**config.mk**
```make
export PLATFORM = sky130hd
export DESIGN_NAME = sample_lifo
export DESIGN_NICKNAME = d
export VERILOG_FILES = /design/src/rtl/sample_lifo_pkg.sv /design/src/rtl/lifo_ptr.sv /design/src/rtl/lifo_store.sv /design/src/rtl/lifo_ovf.sv /design/src/rtl/sample_lifo.sv
export SDC_FILE = /design/constraint.sdc
export NUM_CORES = 1
export LEC_CHECK = 0
export ABC_CLOCK_PERIOD_IN_PS = 3450
export BUFFER_PORTS_ARGS = -buffer_cell sky130_fd_sc_hd__buf_2
export CELL_PAD_IN_SITES_DETAIL_PLACEMENT = 1
export CELL_PAD_IN_SITES_GLOBAL_PLACEMENT = 1
export CORE_ASPECT_RATIO = 1.2
export CORE_UTILIZATION = 47
export DETAILED_ROUTE_END_ITERATION = 16
export MAX_ROUTING_LAYER = met4
export PLACE_DENSITY_LB_ADDON = 0.3
export SETUP_SLACK_MARGIN = 0.05
export SYNTH_ARGS = -nofsm -noshare
export SYNTH_HDL_FRONTEND = slang
export SYNTH_HIERARCHICAL = 1
export SYNTH_SLANG_ARGS = --single-unit
```
**constraint.sdc**
```tcl
create_clock -name clk -period 3.45 [get_ports clk]
set_clock_uncertainty 0.2 [all_clocks]
set_input_delay 0.1725 -clock clk [delete_from_list [all_inputs] [get_ports clk]]
set_output_delay 0.1725 -clock clk [all_outputs]
set_load 0.01 [all_outputs]
```
**src/rtl/sample_lifo_pkg.sv**
```systemverilog
// Package: shared operation encoding for the sample LIFO.
// Assumes: consumers decode the op from the push and pop request pair.
package sample_lifo_pkg;

    // Request combination seen by the pointer logic in one cycle
    typedef enum logic [1:0] {
        OP_IDLE = 2'b00,
        OP_PUSH = 2'b01,
        OP_POP  = 2'b10,
        OP_SWAP = 2'b11
    } lifo_op_e;

    // Packs the two request lines into an operation code
    function automatic lifo_op_e make_op(input logic push, input logic pop);
        return lifo_op_e'({pop, push});
    endfunction

endpackage

```
**src/rtl/lifo_ptr.sv**
```systemverilog
// Module: lifo_ptr
// Holds the single up/down fill pointer and decides, each cycle, whether
// the pop and the push are served and where the write goes.
// Assumes: the pop is served before the push within one cycle.
module lifo_ptr
    import sample_lifo_pkg::*;
#(
    parameter int DEPTH = 16,
    parameter int PTR_W = $clog2(DEPTH) + 1,
    parameter int IDX_W = $clog2(DEPTH)
) (
    input  logic             clk,
    input  logic             rst_n,
    input  logic             push_valid,
    input  logic             pop_req,
    output logic [PTR_W-1:0] ptr,
    output logic             do_pop,
    output logic             do_push,
    output logic             drop,
    output logic [IDX_W-1:0] wr_idx,
    output logic [IDX_W-1:0] rd_idx
);

    localparam logic [PTR_W-1:0] FULL_LVL = PTR_W'(DEPTH);

    lifo_op_e         op;
    logic [PTR_W-1:0] base;
    logic [PTR_W-1:0] ptr_nxt;
    logic             is_empty;

    // Decode the request pair and derive the served operations
    always_comb begin
        op       = make_op(push_valid, pop_req);
        is_empty = (ptr == '0);
        do_pop   = 1'b0;
        base     = ptr;
        case (op)
            OP_POP, OP_SWAP: begin
                do_pop = !is_empty;
                base   = is_empty ? ptr : ptr - PTR_W'(1);
            end
            default: begin
                do_pop = 1'b0;
                base   = ptr;
            end
        endcase
        do_push = push_valid && (base != FULL_LVL);
        drop    = push_valid && !do_push;
        wr_idx  = base[IDX_W-1:0];
        rd_idx  = IDX_W'(ptr - PTR_W'(1));
        ptr_nxt = base + PTR_W'(do_push);
    end

    // Pointer register
    always_ff @(posedge clk) begin
        if (!rst_n) ptr <= '0;
        else        ptr <= ptr_nxt;
    end

endmodule

```
**src/rtl/lifo_store.sv**
```systemverilog
// Module: lifo_store
// Register array of DEPTH samples with one write port and one
// combinational read port.
// Assumes: the read sees the contents held before this cycle's write.
module lifo_store #(
    parameter int DEPTH = 16,
    parameter int WIDTH = 8,
    parameter int IDX_W = $clog2(DEPTH)
) (
    input  logic             clk,
    input  logic             rst_n,
    input  logic             wr_en,
    input  logic [IDX_W-1:0] wr_idx,
    input  logic [WIDTH-1:0] wr_data,
    input  logic [IDX_W-1:0] rd_idx,
    output logic [WIDTH-1:0] rd_data
);

    logic [WIDTH-1:0] cells [DEPTH];

    for (genvar gi = 0; gi < DEPTH; gi++) begin : g_cell
        // One entry: loads when it is the addressed write target
        always_ff @(posedge clk) begin
            if (!rst_n)                                  cells[gi] <= '0;
            else if (wr_en && (wr_idx == IDX_W'(gi)))    cells[gi] <= wr_data;
        end
    end

    // Read multiplexer
    always_comb rd_data = cells[rd_idx];

endmodule

```
**src/rtl/lifo_ovf.sv**
```systemverilog
// Module: lifo_ovf
// Sticky overflow flag: set by a dropped sample, cleared on request.
// Assumes: a drop in the same cycle as a clear keeps the flag set.
module lifo_ovf (
    input  logic clk,
    input  logic rst_n,
    input  logic drop,
    input  logic clr,
    output logic flag
);

    // Flag register with set priority over clear
    always_ff @(posedge clk) begin
        if (!rst_n)    flag <= 1'b0;
        else if (drop) flag <= 1'b1;
        else if (clr)  flag <= 1'b0;
    end

endmodule

```
**src/rtl/sample_lifo.sv**
```systemverilog
// Module: sample_lifo (top)
// Sixteen-deep last-in first-out sample buffer that never stalls.
// Dropped pushes raise a sticky overflow flag, and an empty pop leaves
// pop_valid low.
// Assumes: a synchronous active-low reset; all outputs are registered.
module sample_lifo #(
    parameter int DEPTH = 16,
    parameter int WIDTH = 8
) (
    input  logic             clk,
    input  logic             rst_n,
    input  logic             push_valid,
    input  logic [WIDTH-1:0] push_data,
    input  logic             pop_req,
    output logic             pop_valid,
    output logic [WIDTH-1:0] pop_data,
    input  logic             ovf_clr,
    output logic             ovf_flag
);

    localparam int IDX_W = $clog2(DEPTH);
    localparam int PTR_W = IDX_W + 1;

    logic [PTR_W-1:0] ptr;
    logic             do_pop;
    logic             do_push;
    logic             drop;
    logic [IDX_W-1:0] wr_idx;
    logic [IDX_W-1:0] rd_idx;
    logic [WIDTH-1:0] rd_data;

    lifo_ptr #(.DEPTH(DEPTH), .PTR_W(PTR_W), .IDX_W(IDX_W)) u_ptr (
        .clk       (clk),
        .rst_n     (rst_n),
        .push_valid(push_valid),
        .pop_req   (pop_req),
        .ptr       (ptr),
        .do_pop    (do_pop),
        .do_push   (do_push),
        .drop      (drop),
        .wr_idx    (wr_idx),
        .rd_idx    (rd_idx)
    );

    lifo_store #(.DEPTH(DEPTH), .WIDTH(WIDTH), .IDX_W(IDX_W)) u_store (
        .clk    (clk),
        .rst_n  (rst_n),
        .wr_en  (do_push),
        .wr_idx (wr_idx),
        .wr_data(push_data),
        .rd_idx (rd_idx),
        .rd_data(rd_data)
    );

    lifo_ovf u_ovf (
        .clk  (clk),
        .rst_n(rst_n),
        .drop (drop),
        .clr  (ovf_clr),
        .flag (ovf_flag)
    );

    // Output stage: capture the popped sample and its valid strobe
    always_ff @(posedge clk) begin
        if (!rst_n) begin
            pop_valid <= 1'b0;
            pop_data  <= '0;
        end else begin
            pop_valid <= do_pop;
            if (do_pop) pop_data <= rd_data;
        end
    end

endmodule

```
==> Yosys cells after proc, flatten, opt, wreduce, memory -nomap -nowiden <==
Memories as Yosys holds them, arrays and structs flattened. A register that Yosys moved wholly into a read port is not among the register bits.
Index checks and enable logic that the tools add are counted.
{ "op_classes": {"addsub": 2, "n_eq_ne": 18, "mux": 70, "bitwise_logic": 16, "n_reduce_logical": 25} }
{ "ops": {"columns": ["cell", "count"], "rows": [
  ["$mux 8", 16],
  ["$mux 1", 52],
  ["$eq 4x4->1 const B", 8],
  ["$logic_and 1x1->1", 18],
  ["$eq 4x3->1 const B", 4],
  ["$or 1x1->1", 16],
  ["$mux 5", 2],
  ["$eq 4x2->1 const B", 2],
  ["$add 5x1->5", 1],
  ["$logic_not 5->1", 1],
  ["$ne 5x5->1 const B", 1],
  ["$sub 5x1->5 const B", 1],
  ["$eq 2x2->1 const B", 2],
  ["$eq 4x1->1 const B", 1],
  ["$logic_not 4->1", 1],
  ["$logic_not 1->1", 3],
  ["$reduce_bool 2->1", 1],
  ["$reduce_or 2->1", 1]
]} }
{ "word_totals": {"register_bits": 7, "ram_bits": 128, "input_bits": 13, "out_inout_bits": 10, "word_cells": 135, "memories": 1} }
{ "mem_list": {"columns": ["name", "words", "width", "read_ports", "rd_ports_with_merged_regs", "wr", "line_no", "rtl"], "rows": [
  ["u_store.cells", 16, 8, 1, 1, 16, "lifo_store.sv:19", "logic [WIDTH-1:0] cells [DEPTH];"]
]} }

==> Longest topological paths before layout <==
Gate-level depths: netlist (run 1).
{ "logic_depth": {"ltp_word": 10, "depth_mapped": 11} }

==> Modules after synthesis <==
The synthesis (run 1) kept the hierarchy.
{ "modules_own_cells": {"columns": ["module", "n_inst", "cells_each", "area_per_inst_um2", "seq_area_each_um2"], "rows": [
  ["lifo_store", 1, 381, 5945.7, 3843.7],
  ["lifo_ptr", 1, 58, 479.2, 100.1],
  ["sample_lifo", 1, 27, 329.1, 180.2],
  ["lifo_ovf", 1, 3, 41.3, 20.0]
]} }

==> Least setup slack after synthesis (run 1) <==
No wires, ideal clock.
{ "synth_path": {"kind": "register to register", "startpoint": "reg u_ptr.ptr[0]", "endpoint": "mem u_store.cells[4][0], enable pin", "t_arrival_ps": 2985, "setup_slack_ps": -119, "stages_incl_launch_ff": 11, "path_buffers": 0, "path_cell_list": "dfxtp_1 > inv_1 > ha_1 > nor4b_4 > or2b_4 > inv_4 > nor3_1 > o21ai_1 > and2_1 > or3b_2 > o21ai_0"} }
{ "synth_lines": {"columns": ["element", "line_no", "rtl"], "rows": [
  ["start, declared", "lifo_ptr.sv:16", "output logic [PTR_W-1:0] ptr,"],
  ["start signal, assigned", "lifo_ptr.sv:57", "else ptr <= ptr_nxt;"],
  ["end, declared", "lifo_store.sv:19", null]
]} }

==> flow_metrics.env, run 1 <==
export IMPL_syn_nets=484
export IMPL_hold_viol_final=0
export IMPL_utilization_pct=55.0
export IMPL_wire_per_inst_um=23.8
export IMPL_whs_ns=0.0224
export IMPL_critical_path_required_ns=3.39
export IMPL_overflow=0
export IMPL_synth_edff_count=128
export IMPL_path_cells="inv_1, ha_1, nor4b_4, or2b_4, inv_4, nor3_1, o21ai_1, and2_2, or3b_2, o21ai_0, buf_4"
export IMPL_synth_cells=469
export IMPL_clk_latency_ns=0.43
export IMPL_syn_area_um2=6800
export IMPL_grt_pass1_vias=4276
export IMPL_cts_root_buf="clkbuf_16"
export IMPL_max_freq_ghz=0.314
export IMPL_ys_seq_elements=143
export IMPL_path_class="flop to flop"
export IMPL_dieArea_um2=14900
export IMPL_ios=23
export IMPL_slowest_delay_ns=0.52
export IMPL_maxCapViolCount=0
export IMPL_cts_buffers=17
export IMPL_synth_top_family_by_area="simple AND/OR/NAND/NOR gates"
export IMPL_gp_congestion=0.852
export IMPL_drc=4
export IMPL_min_path_cells=2
export IMPL_num_rows=47
export IMPL_ant_nets=0
export IMPL_slew_violations=0
export IMPL_port_buffers=22
export IMPL_cp_slowest_cell="or3b_2"
export IMPL_synth_yosys_seq_area_share_pct=61.0
export IMPL_worstRegToRegCells=11
export IMPL_synthArstFlopShare_pct=0
export IMPL_area_growth_pct=12.7
export IMPL_n_fill_cell=1344
export IMPL_failed_checks="design-rule violations"
export IMPL_layout_cells_non_filler=691
export IMPL_period_needed_ns=3.19
export IMPL_yosysWarningCount=6
export IMPL_vias_per_cell=5.88
export IMPL_netlist_area_leader_share_pct=56.6
export IMPL_synthXorXnorAreaFrac_pct=0.921
export IMPL_crit_cells=11
export IMPL_cellPowerDensity_nw_per_um2=797
export IMPL_start_kind="flop"
export IMPL_path_clk_slew_ns=0.06
export IMPL_synth_compound_area_share_pct=4.75
export IMPL_dp_hpwl_mm=10.9
export IMPL_cts_sinks=143
export IMPL_power_uw=6110
export IMPL_tns_ns=0
export IMPL_dr_pass1_iters=10
export IMPL_h_tree_depth=4
export IMPL_hold_class="input port to flop"
export IMPL_die_w_um=112
export IMPL_critPathTopFamily="simple AND/OR/NAND/NOR gates"
export IMPL_synthDistinctLibCells=50
export IMPL_path_buf_inv=3
export IMPL_synth_top_cell_by_area="edfxtp_1"
export IMPL_floorplan_initialDensity_pct=48.8
export IMPL_dp_cells=659
export IMPL_first_iter_violations=235
export IMPL_outcome="finished with violations"
export IMPL_cts_tree="done"
export IMPL_grt_max_degree=34
export IMPL_syn_avg_cell_area_um2=14.5
export IMPL_coreArea_um2=13900
export IMPL_p_leak_uw=0.00292
export IMPL_worstMarginPinSlew_ns=0.745
export IMPL_grt_antenna_before_repair=0
export IMPL_maxSlewHeadroom_pct=50.0
export IMPL_muxShareOfSynthArea_pct=12.6
export IMPL_drive_above_1_share_pct=19.0
export IMPL_post_route_period_util_pct=92.4
export IMPL_synthAdderAreaFrac_pct=0.368
export IMPL_clock_path_buffers=2
export IMPL_vdd_drop_max_mv=0.326
export IMPL_cp_arrival_ns=3.12
export IMPL_track_usage_pct=24.6
export IMPL_cts_setup_buffers=0
export IMPL_ys_top_cells_by_area="edfxtp_1 57%, and2_1 12%, mux4_2 6.0%, mux4_1 5.4%, dfxtp_1 4.4%"
export IMPL_fin_nets=524
export IMPL_grt_setup_unrepaired="no"
export IMPL_die_h_um=134
export IMPL_vias=4063
export IMPL_end_kind="flop"
export IMPL_grt_pass1_wl_mm=25.3
export IMPL_setup_viol=0
export IMPL_yosys_area_share_simple_pct=17.6
export IMPL_drt_wl_total_mm=16.5
export IMPL_synth_flop_cell="edfxtp_1"
export IMPL_path_max_fanout=8
export IMPL_antennaDiodeCount=0
[sequential cells by signal, indices dropped and copies added, names as in the netlist]
signal / count
u_ptr/ptr: 5
pop_data: 8
u_store/cells: 128
pop_valid: 1
u_ovf/flag: 1
[area by class of cell]
class / count / area [um2] / share of cell area, %
Multi-Input combinational cell: 293 / 2460 / 32.2
Clock buffer: 22 / 444 / 5.80
Tap cell: 171 / 214 / 2.79
Inverter: 9 / 36.3 / 0.474
Clock inverter: 8 / 68.8 / 0.898
Timing Repair Buffer: 45 / 288 / 3.76
Sequential cell: 143 / 4150 / 54.1
[power breakdown]
part | internal (uW) | leakage [uW] | switching (uW)
Sequential | 2160 | 0.00145 | 101
Clock | 972 | 0.000247 | 667
Combinational | 910 | 0.00122 | 1300
Total | 4040 | 0.00292 | 2070
[cell families after synthesis]
logic type / Yosys count
AO/OA/AOI/OAI: 49
flip-flops: 143
AND/OR/NAND/NOR: 197
buffers and inverters: 33
multiplexers: 40
adder cells (fa/ha/maj): 2
XOR/XNOR: 5
[through the flow]
stage	worst slack (ns)	instance area, um2
CTS	0.128	7650
floorplan	-0.119	6800
global placement	0.336	7120
detailed placement	0.190	7120
finish	0.264	7660
global route	0.130	7660
[worst reg2reg max path, stage by stage, from the launching register on]
cell and delay [ns]:
dfxtp_2 0.39, inv_1 0.06, ha_1 0.24, nor4b_4 0.16, or2b_4 0.29, inv_4 0.06, nor3_1 0.03, o21ai_1 0.18
and2_2 0.27, or3b_2 0.52, o21ai_0 0.25, buf_4 0.23
[layer usage]
metal | track usage (%) | wire, um
met5 | - | 0
met4 | 8.41 | 351
met3 | 5.28 | 662
met2 | 39.7 | 8300
met1 | 30.8 | 7140
[cells in the final DEF, fill, tap and decap left out, types with 2 or more instances in the layout]
cell type | synthesis | final
and2_1 | 131 | 130
edfxtp_1 | 128 | 128
buf_2 | 4 | 22
buf_4 | 1 | 21
nor2_1 | 21 | 20
mux4_2 | 18 | 18
clkbuf_16 | 0 | 17
a22oi_1 | 16 | 16
o21ai_0 | 16 | 16
dfxtp_1 | 15 | 14
mux4_1 | 14 | 14
nand2_1 | 13 | 13
nor2b_1 | 9 | 9
mux2i_1 | 8 | 8
inv_1 | 8 | 7
clkbuf_1 | 11 | 5
clkinv_2 | 0 | 4
o21ai_1 | 3 | 3
nand4_1 | 3 | 3
and2_2 | 1 | 2
clkinvlp_4 | 0 | 2
clkinv_1 | 0 | 2
dlygate4sd3_1 | 0 | 2
o21a_1 | 2 | 2
xor2_1 | 2 | 2
o211ai_1 | 2 | 2
a21oi_1 | 2 | 2
nor3_1 | 2 | 2
xnor2_1 | 2 | 2
o31ai_1 | 2 | 2
ha_1 | 2 | 2
nand3b_1 | 2 | 2
nand2b_1 | 2 | 2
nand4b_1 | 2 | 2
[repair_timing]
| action | in CTS | in global routing |
|---|---|---|
| gates resized for setup | 0 | 3 |
| endpoints found under the hold margin | 3 | 0 |
| setup endpoints to repair | 0 | 54 |
| hold buffers | 2 | 0 |
[worst paths after layout]
| kind | startpoint | slack, ns | end |
|---|---|---|---|
| min reg2reg | pop_data[6]$_SDFFE_PN0P_ | 0.32 | pop_data[6]$_SDFFE_PN0P_ |
| max reg2reg | u_ptr/ptr[1]$_SDFF_PN0_ | 0.26 | u_store/cells[0][0]$_SDFFCE_PN0P_ |
| min | rst_n | 0.02 | u_ovf/flag$_SDFFE_PN0P_ |
| max | u_ptr/ptr[1]$_SDFF_PN0_ | 0.26 | u_store/cells[0][0]$_SDFFCE_PN0P_ |
[synth_stat cells (all sizes together), types with 2 or more instances]
master	count
nor2b	10
a22oi	16
o31ai	2
inv	9
o21ai	19
and2	132
o21a	2
nor3	3
clkdlybuf4s25	3
edfxtp	128
mux4	32
xor2	2
a31o	2
xnor2	3
nor2	21
a21oi	2
mux2i	8
dfxtp	15
o211ai	2
nand3b	2
nand4	3
buf	10
ha	2
nand2	13
nand4b	2
clkbuf	11
nand2b	2
Note: power is estimated with default switching activity, not from simulation.
==> run 2, diff against run 1 <==
- CORE_MARGIN: unset -> 2
- RECOVER_POWER: unset -> 25
==> run 2 against run 1 <==
Register-to-register slack worse by 0.12 ns. The run now ends clean. Sequential power about the same. Clock-buffer cell count up 1. Core utilization down 0.93 points. Flip-flop and latch count unchanged. Global-route usage down 0.44 points. Worst hold slack better by 0.024 ns. Clock power up 9%. Total power up 2.8%. Critical endpoint is now u_store/cells[4][3]$_SDFFCE_PN0P_. Die area up 3.3%. Critical path depth unchanged. Final area up 0.41%.
==> flow_metrics.env, run 2 (synthesized netlist as in run 1, its figures left out) <==
export IMPL_grt_use_met3_pct=5.01
export IMPL_dp_cells=664
export IMPL_antennaDiodeCount=0
export IMPL_cts_root_buf="clkbuf_16"
export IMPL_gp_congestion=0.807
export IMPL_maxCapViolCount=0
export IMPL_start_kind="flop"
export IMPL_use_met1_pct=28.0
export IMPL_p_leak_uw=0.00291
export IMPL_coreArea_um2=14200
export IMPL_grt_antenna_before_repair=0
export IMPL_worstMarginPinSlew_ns=0.914
export IMPL_dp_hpwl_mm=11.5
export IMPL_cp_slowest_cell="or3b_2"
export IMPL_cts_setup_buffers=0
export IMPL_drc=0
export IMPL_max_freq_ghz=0.303
export IMPL_slew_violations=0
export IMPL_overflow=0
export IMPL_cts_sinks=143
export IMPL_grt_setup_unrepaired="no"
export IMPL_multi_input_area_um2=2460
export IMPL_h_tree_depth=4
export IMPL_setup_viol=0
export IMPL_grt_pass1_wl_mm=25.7
export IMPL_dr_pass1_iters=7
export IMPL_final_common_cell="and2_1"
export IMPL_period_needed_ns=3.30
export IMPL_layout_cells_non_filler=698
export IMPL_path_cells="inv_1, ha_1, nor4b_4, or2b_4, inv_4, nor3_1, o21ai_1, and2_1, or3b_2, o21ai_0, buf_4"
export IMPL_stdcell_area_um2=7690
export IMPL_drt_wl_total_mm=16.9
export IMPL_dieArea_um2=15400
export IMPL_clock_path_buffers=2
export IMPL_maxSlewHeadroom_pct=39.0
export IMPL_utilization_pct=54.0
export IMPL_n_fill_cell=1420
export IMPL_busiest_layer="met2"
export IMPL_power_uw=6280
export IMPL_final_cell_mix="131 x and2_1, 128 x edfxtp_1, 20 x nor2_1"
export IMPL_die_h_um=136
export IMPL_register_area_um2=4140
export IMPL_drive_above_1_share_pct=16.6
export IMPL_largest_registers="u_store/cells (128), pop_data (8), u_ptr/ptr (5)"
export IMPL_post_route_period_util_pct=95.7
export IMPL_path_class="flop to flop"
export IMPL_wire_per_inst_um=24.2
export IMPL_critical_path_required_ns=3.38
export IMPL_clk_latency_ns=0.42
export IMPL_cts_buffers=17
export IMPL_largest_reg_flops=128
export IMPL_hold_viol_final=0
export IMPL_cp_arrival_ns=3.23
export IMPL_num_rows=48
export IMPL_met2_usage_pct=39.9
export IMPL_track_usage_pct=24.1
export IMPL_grt_pass1_vias=4298
export IMPL_vdd_drop_max_mv=0.393
export IMPL_cts_tree="done"
export IMPL_die_w_um=114
export IMPL_fin_nets=525
export IMPL_vias=4071
export IMPL_hold_class="input port to flop"
export IMPL_port_buffers=22
export IMPL_cellPowerDensity_nw_per_um2=816
export IMPL_floorplan_initialDensity_pct=47.7
export IMPL_place_area_um2=7130
export IMPL_path_max_fanout=8
export IMPL_vias_per_cell=5.83
export IMPL_ant_nets=0
export IMPL_largest_register="u_store/cells"
export IMPL_end_kind="flop"
export IMPL_ios=23
export IMPL_area_growth_pct=13.2
export IMPL_outcome="finished, final reports clean"
export IMPL_slowest_delay_ns=0.53
export IMPL_path_clk_slew_ns=0.06
export IMPL_grt_max_degree=34
export IMPL_first_iter_violations=311
==> run 2: cell count changes in the layout (fill, tap and decap cells not counted), moves of 2 or more <==
cell	delta
clkbuf_1	+11
clkinvlp_4	-2
buf_2	-10
clkbuf_2	+7
buf_4	-6
bufinv_16	+2
clkinv_1	+2
==> run 2: report_power, final <==
part           total (uW)  leakage [uW]  switching, uW  internal [uW]
logic                2220       0.00118           1310            911
clock network        1780      0.000275            659           1120
registers            2270       0.00145            111           2160
total                6280       0.00291           2080           4190
==> run 2: final timing paths <==
check                                         startpoint                                end  slack [ns]  cells after the start
worst min-delay path                               rst_n            u_ovf/flag$_SDFFE_PN0P_        0.05                      2
worst min register to register  pop_data[5]$_SDFFE_PN0P_           pop_data[5]$_SDFFE_PN0P_        0.32                      2
worst max register to register   u_ptr/ptr[1]$_SDFF_PN0_  u_store/cells[4][3]$_SDFFCE_PN0P_        0.15                     11
worst max-delay path             u_ptr/ptr[1]$_SDFF_PN0_  u_store/cells[4][3]$_SDFFCE_PN0P_        0.15                     11
==> run 2: worst max-delay path: cells and delay by family (launching register included) <==
family	cells	cell delay [ns]
DFF	1	0.44
adders and majority gates	1	0.25
and+or+nand+nor	5	1.32
AOI/OAI and AO/OA	2	0.42
buffers and inverters	3	0.35
==> run 2: area by class of cell <==
| class | instances | share of cell area, % |
|---|---|---|
| Clock buffer | 23 | 5.82 |
| Clock inverter | 9 | 1.51 |
| Inverter | 9 | 0.472 |
| Multi-Input combinational cell | 293 | 32.0 |
| Sequential cell | 143 | 53.9 |
| Tap cell | 175 | 2.85 |
| Timing Repair Buffer | 46 | 3.45 |
==> run 2: per-layer routing <==
metal / up-vias / part of all wire [%]
met3: 41 / 4.8
met1: 2062 / 39
met4: 0 / 4.2
li1: 1829 / -
met5: - / 0
met2: 139 / 52
==> run 2: through the flow <==
step	setup WS [ns]	TNS, ns	hold WS (ns)
finish	0.148	0	0.0466
detailed placement	0.227	0	0.285
global placement	0.359	0	0.265
global route	0.0438	0	0.0698
CTS	0.191	0	0.0180
floorplan	-0.119	-3.70	0.0840
==> run 2: repair_timing <==
action / in CTS / in global routing
endpoints found under the hold margin: 3 / 0
endpoints found under the setup margin: 0 / 1
gates resized for setup: 0 / 1
hold buffers: 2 / 0
